### config.mk
export PLATFORM = sky130hd
export DESIGN_NAME = dac_quad_latch
export DESIGN_NICKNAME = d
export VERILOG_FILES = /design/src/rtl/dac_quad_pkg.sv /design/src/rtl/dac_quad_ctrl.sv /design/src/rtl/dac_quad_chan.sv /design/src/rtl/dac_quad_datapath.sv /design/src/rtl/dac_quad_latch.sv
export SDC_FILE = /design/constraint.sdc
export NUM_CORES = 1
export LEC_CHECK = 0
export ABC_CLOCK_PERIOD_IN_PS = 1800
export BUFFER_PORTS_ARGS = -buffer_cell sky130_fd_sc_hd__clkbuf_2
export CAP_MARGIN = 20
export CORE_ASPECT_RATIO = 0.8
export CORE_UTILIZATION = 30
export CTS_CLUSTER_SIZE = 12
export DETAILED_ROUTE_END_ITERATION = 10
export PLACE_DENSITY = 0.5
export SYNTH_ARGS = -nofsm -noshare
export SYNTH_HDL_FRONTEND = slang
export SYNTH_SLANG_ARGS = --single-unit
export TNS_END_PERCENT = 1
### constraint.sdc
create_clock -name clk -period 1.8 [get_ports clk]
set_clock_uncertainty 0.15 [all_clocks]
set_input_delay 0.09 -clock clk [delete_from_list [all_inputs] [get_ports clk]]
set_output_delay 0.09 -clock clk [all_outputs]
set_load 0.01 [all_outputs]
### src/rtl/dac_quad_pkg.sv
package dac_quad_pkg;
  localparam int SEL_W = 8;

  typedef struct packed {
    logic             lowWr;
    logic             hiWr;
    logic             upd;
    logic [SEL_W-1:0] chSel;
  } dacStrobe_t;
endpackage

### src/rtl/dac_quad_ctrl.sv
module dac_quad_ctrl
  import dac_quad_pkg::*;
#(
  parameter int ADDR_W   = 4,
  parameter int NUM_CH   = 4,
  parameter int LOW_ADDR = 1,
  parameter int HI_BASE  = 4
) (
  input  logic              clk,
  input  logic              rst,
  input  logic [ADDR_W-1:0] busAddr,
  input  logic              busWr,
  input  logic              busRd,
  output dacStrobe_t        strobe
);
  localparam logic [ADDR_W:0] LOW_A  = (ADDR_W+1)'(LOW_ADDR);
  localparam logic [ADDR_W:0] HI_A   = (ADDR_W+1)'(HI_BASE);
  localparam logic [ADDR_W:0] HI_END = (ADDR_W+1)'(HI_BASE + NUM_CH);

  logic [ADDR_W:0] addrExt;
  logic            inHi;
  logic            inLow;
  logic            wrOnly;

  assign addrExt = {1'b0, busAddr};
  assign inHi    = (addrExt >= HI_A) && (addrExt < HI_END);
  assign inLow   = (addrExt == LOW_A);
  assign wrOnly  = busWr && !busRd;

  always_comb begin
    strobe       = '0;
    strobe.upd   = busRd && inHi;
    strobe.lowWr = wrOnly && inLow;
    strobe.hiWr  = wrOnly && inHi;
    strobe.chSel = SEL_W'(addrExt - HI_A);
  end

  // read wins over a simultaneous write
  a_r8_read_priority: assert property (@(posedge clk) disable iff (rst)
    (busWr && busRd) |-> !(strobe.lowWr || strobe.hiWr));

  // at most one action per access
  a_r7_single_action: assert property (@(posedge clk) disable iff (rst)
    $onehot0({strobe.lowWr, strobe.hiWr, strobe.upd}));

  // nothing fires for an address outside the decoded windows
  a_r7_idle_addr: assert property (@(posedge clk) disable iff (rst)
    (!inHi && !inLow) |-> !(strobe.lowWr || strobe.hiWr || strobe.upd));
endmodule

### src/rtl/dac_quad_chan.sv
module dac_quad_chan #(
  parameter int CODE_W = 12
) (
  input  logic              clk,
  input  logic              rst,
  input  logic              loadEn,
  input  logic              updEn,
  input  logic [CODE_W-1:0] loadCode,
  output logic [CODE_W-1:0] outCode
);
  logic [CODE_W-1:0] pendCode;

  always_ff @(posedge clk) begin
    if (rst) begin
      pendCode <= '0;
      outCode  <= '0;
    end else begin
      if (loadEn) pendCode <= loadCode;
      if (updEn)  outCode  <= pendCode;
    end
  end

  // reset leaves the output at zero
  a_r1_reset_zero: assert property (@(posedge clk)
    rst |=> (outCode == '0));

  // without an update the output holds
  a_r4_out_hold: assert property (@(posedge clk) disable iff (rst)
    !updEn |=> $stable(outCode));

  // an update presents the pending value from before the edge
  a_r5_update_copy: assert property (@(posedge clk) disable iff (rst)
    updEn |=> (outCode == $past(pendCode)));

  // with no load the pending latch keeps its value
  a_r6_pend_keep: assert property (@(posedge clk) disable iff (rst)
    !loadEn |=> $stable(pendCode));
endmodule

### src/rtl/dac_quad_datapath.sv
module dac_quad_datapath
  import dac_quad_pkg::*;
#(
  parameter int NUM_CH = 4,
  parameter int CODE_W = 12,
  parameter int DATA_W = 8
) (
  input  logic                     clk,
  input  logic                     rst,
  input  dacStrobe_t               strobe,
  input  logic [DATA_W-1:0]        wrData,
  output logic [NUM_CH*CODE_W-1:0] codes
);
  localparam int HI_W = CODE_W - DATA_W;

  logic [DATA_W-1:0] stageByte;
  logic [CODE_W-1:0] joinedCode;
  logic              unusedHiBits;

  assign joinedCode   = {wrData[HI_W-1:0], stageByte};
  assign unusedHiBits = ^wrData[DATA_W-1:HI_W];

  always_ff @(posedge clk) begin
    if (rst)               stageByte <= '0;
    else if (strobe.lowWr) stageByte <= wrData;
  end

  for (genvar k = 0; k < NUM_CH; k++) begin : g_ch
    logic chLoad;
    assign chLoad = strobe.hiWr && (strobe.chSel == SEL_W'(k));

    dac_quad_chan #(.CODE_W(CODE_W)) u_chan (
      .clk     (clk),
      .rst     (rst),
      .loadEn  (chLoad),
      .updEn   (strobe.upd),
      .loadCode(joinedCode),
      .outCode (codes[k*CODE_W +: CODE_W])
    );
  end

  // the staging byte changes only on a low write
  a_r2_stage_hold: assert property (@(posedge clk) disable iff (rst)
    !strobe.lowWr |=> $stable(stageByte));

  // a low write captures the bus byte
  a_r2_stage_load: assert property (@(posedge clk) disable iff (rst)
    strobe.lowWr |=> (stageByte == $past(wrData)));
endmodule

### src/rtl/dac_quad_latch.sv
module dac_quad_latch #(
  parameter int NUM_CH   = 4,
  parameter int CODE_W   = 12,
  parameter int DATA_W   = 8,
  parameter int ADDR_W   = 4,
  parameter int LOW_ADDR = 1,
  parameter int HI_BASE  = 4
) (
  input  logic                     clk,
  input  logic                     rst,
  input  logic [ADDR_W-1:0]        busAddr,
  input  logic [DATA_W-1:0]        busWrData,
  input  logic                     busWr,
  input  logic                     busRd,
  output logic [NUM_CH*CODE_W-1:0] dacCodes
);
  dac_quad_pkg::dacStrobe_t strobe;

  dac_quad_ctrl #(
    .ADDR_W(ADDR_W), .NUM_CH(NUM_CH),
    .LOW_ADDR(LOW_ADDR), .HI_BASE(HI_BASE)
  ) u_ctrl (
    .clk(clk), .rst(rst), .busAddr(busAddr),
    .busWr(busWr), .busRd(busRd), .strobe(strobe)
  );

  dac_quad_datapath #(
    .NUM_CH(NUM_CH), .CODE_W(CODE_W), .DATA_W(DATA_W)
  ) u_dp (
    .clk(clk), .rst(rst), .strobe(strobe),
    .wrData(busWrData), .codes(dacCodes)
  );

  // a write-only access never moves the outputs
  a_r4_write_no_out: assert property (@(posedge clk) disable iff (rst)
    (busWr && !busRd) |=> $stable(dacCodes));
endmodule

==> flow_summary.ini <==
[run_status]
outcome = complete, no violations

[grt]
grt.overflow.total = 0
grtUsageMet1 = 0.182
antenna_found_initial = 0
grt_pass1_wl_um = 14800
grt_util_met2 = 0.228
grt_max_degree = 49
gr-usage-met3 = 0.0412
top_usage_layer = met2
grt_pass1_vias = 2977
grt_usage = 0.144

[routing]
drt_iter0_drc = 114
vias_per_cell = 4.48
vias = 2942
ant_nets = 0
drc = 0
wl_um = 9110
drt_pass1_iterations = 4
avgRoutedWirePerCell_um = 13.9

[timing]
hold_violations = 0
finalSetupViolCount = 0
slew_headroom = 0.698
setup_tns_ns = 0
hold_ws_ns = 0.0215
fin_crit_sh = 0.643
rsz0062_at_grt = false
worst_slew_pin_slew_ns = 0.452
max_clock_freq_ghz = 0.864
finalCriticalPeriod_ns = 1.16
slew_viol_final = 0

[layout]
layout.nets = 496
utilization = 0.389
syn2layout_area_growth_pct = 23.3
layout_common_cells = 104 x dfxtp_1, 96 x nand2_1, 62 x clkbuf_2, 53 x nand2b_1, 48 x a21oi_1
drive_gt1_frac = 0.194
antenna_cells = 0
finalInstanceArea_um2 = 4830
final_common_cell = dfxtp_1

[setup_path]
cp-start-kind = input pin
ff2ff_path_depth = 2
crit_fanout = 15
critPathKind = in -> reg
cp.required_ns = 1.87
setup.worst_path.end_class = register
worstPathArrival_ns = 1.23

[die]
rows = 36
design.core.area_um2 = 12400
dieArea_um2 = 13500
io_pins = 64
fp.dieW_um = 130
die_h_um = 104
start_util = 0.315

[place]
place.gp.congestion = 0.697
place.port_buffers = 63
place_hpwl_um = 6120
postPlaceCellArea_um2 = 4420

[pwr]
power_w = 0.00488
p_leak_nw = 1.94
irDropWorstVdd_mv = 0.518
powerDensity_nw_per_um2 = 1010

[logic_synthesis]
yosys.area.top_type = dfxtp_1
ys_seq_area_frac = 0.531
synth_compound_area_frac = 0.0920
synthesis.area_um2 = 3920
ys_top_cells_by_area = dfxtp_1 53%, mux2i_1 11%, nand2_1 9.2%, nand2b_1 8.5%, a21oi_1 6.1%
ys_types = 24
syn_area_per_cell_um2 = 9.33
synthXorXnorAreaFrac = 0
synth.area.mux_share = 0.112
yosys_warnings = 0
synth_top_family_by_area = simple AND/OR/NAND/NOR gates
yosys.area_share.simple = 0.232
synth_seq_cells = 104
syn-num-nets = 436
synth_fa_ha_area_frac = 0
syn_inst = 420
synth_top_area_frac = 0.531

[flow_run]
cap_violations = 0

[clock_tree]
clk_pin_slew_worst_paths_ns = 0.07
clk_latency_ns = 0.35
cts_sinks = 104
clk_path_buf_depth = 2
cts_buffers = 9
cts_root_buf = clkbuf_16
cts_setup_buffers = 0
htreeDepth = 3
cts_tree = yes

[min_path]
hp-class = in -> reg
min_path_cells = 3
registers in the layout, summed over array words and instances, names as in the netlist:
signal                     count
u_dp.g_ch.u_chan.outCode      48
u_dp.stageByte                 8
u_dp.g_ch.u_chan.pendCode     48
path summary, 6_finish.rpt:
check	from	to	slack (ns)
max	busRd	u_dp.g_ch[0].u_chan.pendCode[3]$_SDFFE_PP0P_	0.64
max reg2reg	u_dp.stageByte[6]$_SDFFE_PP0P_	u_dp.g_ch[0].u_chan.pendCode[6]$_SDFFE_PP0P_	0.82
min	busWrData[3]	u_dp.g_ch[1].u_chan.pendCode[11]$_SDFFE_PP0P_	0.02
min reg2reg	u_dp.g_ch[1].u_chan.pendCode[7]$_SDFFE_PP0P_	u_dp.g_ch[1].u_chan.outCode[7]$_SDFFE_PP0P_	0.30
area by class of cell:
type	instances	area, um^2
timing repair buffer	77	455
sequential	104	2080
multi-input combinational	288	1710
clock inverter	5	128
clock buffer	11	243
tap	171	214
fill	1326	7600
per-stage QoR:
step           instances  setup slack [ns]
6_report             656             0.643
5_1_grt              656             0.553
4_1_cts              656             0.638
3_5_place_dp         636             0.274
3_3_place_gp         636             0.313
2_1_floorplan        420             0.595
power breakdown:
group	internal, W	switching, W	leakage, nW
registers	0.00230	0.00000193	0.837
clock network	0.00154	0.000859	0.176
logic	0.0000674	0.000108	0.927
logic make-up (layout without fill, tap and decap cells):
| group | Yosys count | in the layout |
|---|---|---|
| buffers and inverters | 28 | 93 |
| AOI/OAI and AO/OA | 72 | 72 |
| DFF | 104 | 104 |
| and+or+nand+nor | 172 | 172 |
| muxes | 44 | 44 |
timing repair:
| item | CTS | global route |
|---|---|---|
| hold buffers | 4 | 0 |
| gates resized for setup | 0 | 0 |
| hold endpoints to repair | 4 | 0 |
synthesized netlist by cell type:
master,count
nand3b_1,1
or3_1,1
nand3_2,1
and3b_1,1
buf_1,2
nor2b_1,12
buf_4,2
o21ai_1,10
nand3b_2,1
a21oi_1,48
clkbuf_1,17
buf_6,1
nor3_4,1
nor4_4,1
and4bb_1,1
nand4bb_4,1
o21ai_0,14
nand2b_4,1
dfxtp_1,104
or2_1,1
nand2_1,96
nand2b_1,53
buf_2,6
mux2i_1,44
critical path: stages:
cell and delay [ns]:
clkbuf_2 0.11, nand4bb_4 0.35, or3_1 0.51, mux2i_1 0.17
layer usage:
layer / share of wire / vias up
li1: - / 1504
met1: 0.50 / 1375
met2: 0.44 / 49
met3: 0.041 / 14
met4: 0.020 / 0
met5: 0 / -
No activity file was read; power rests on OpenSTA's default activity.
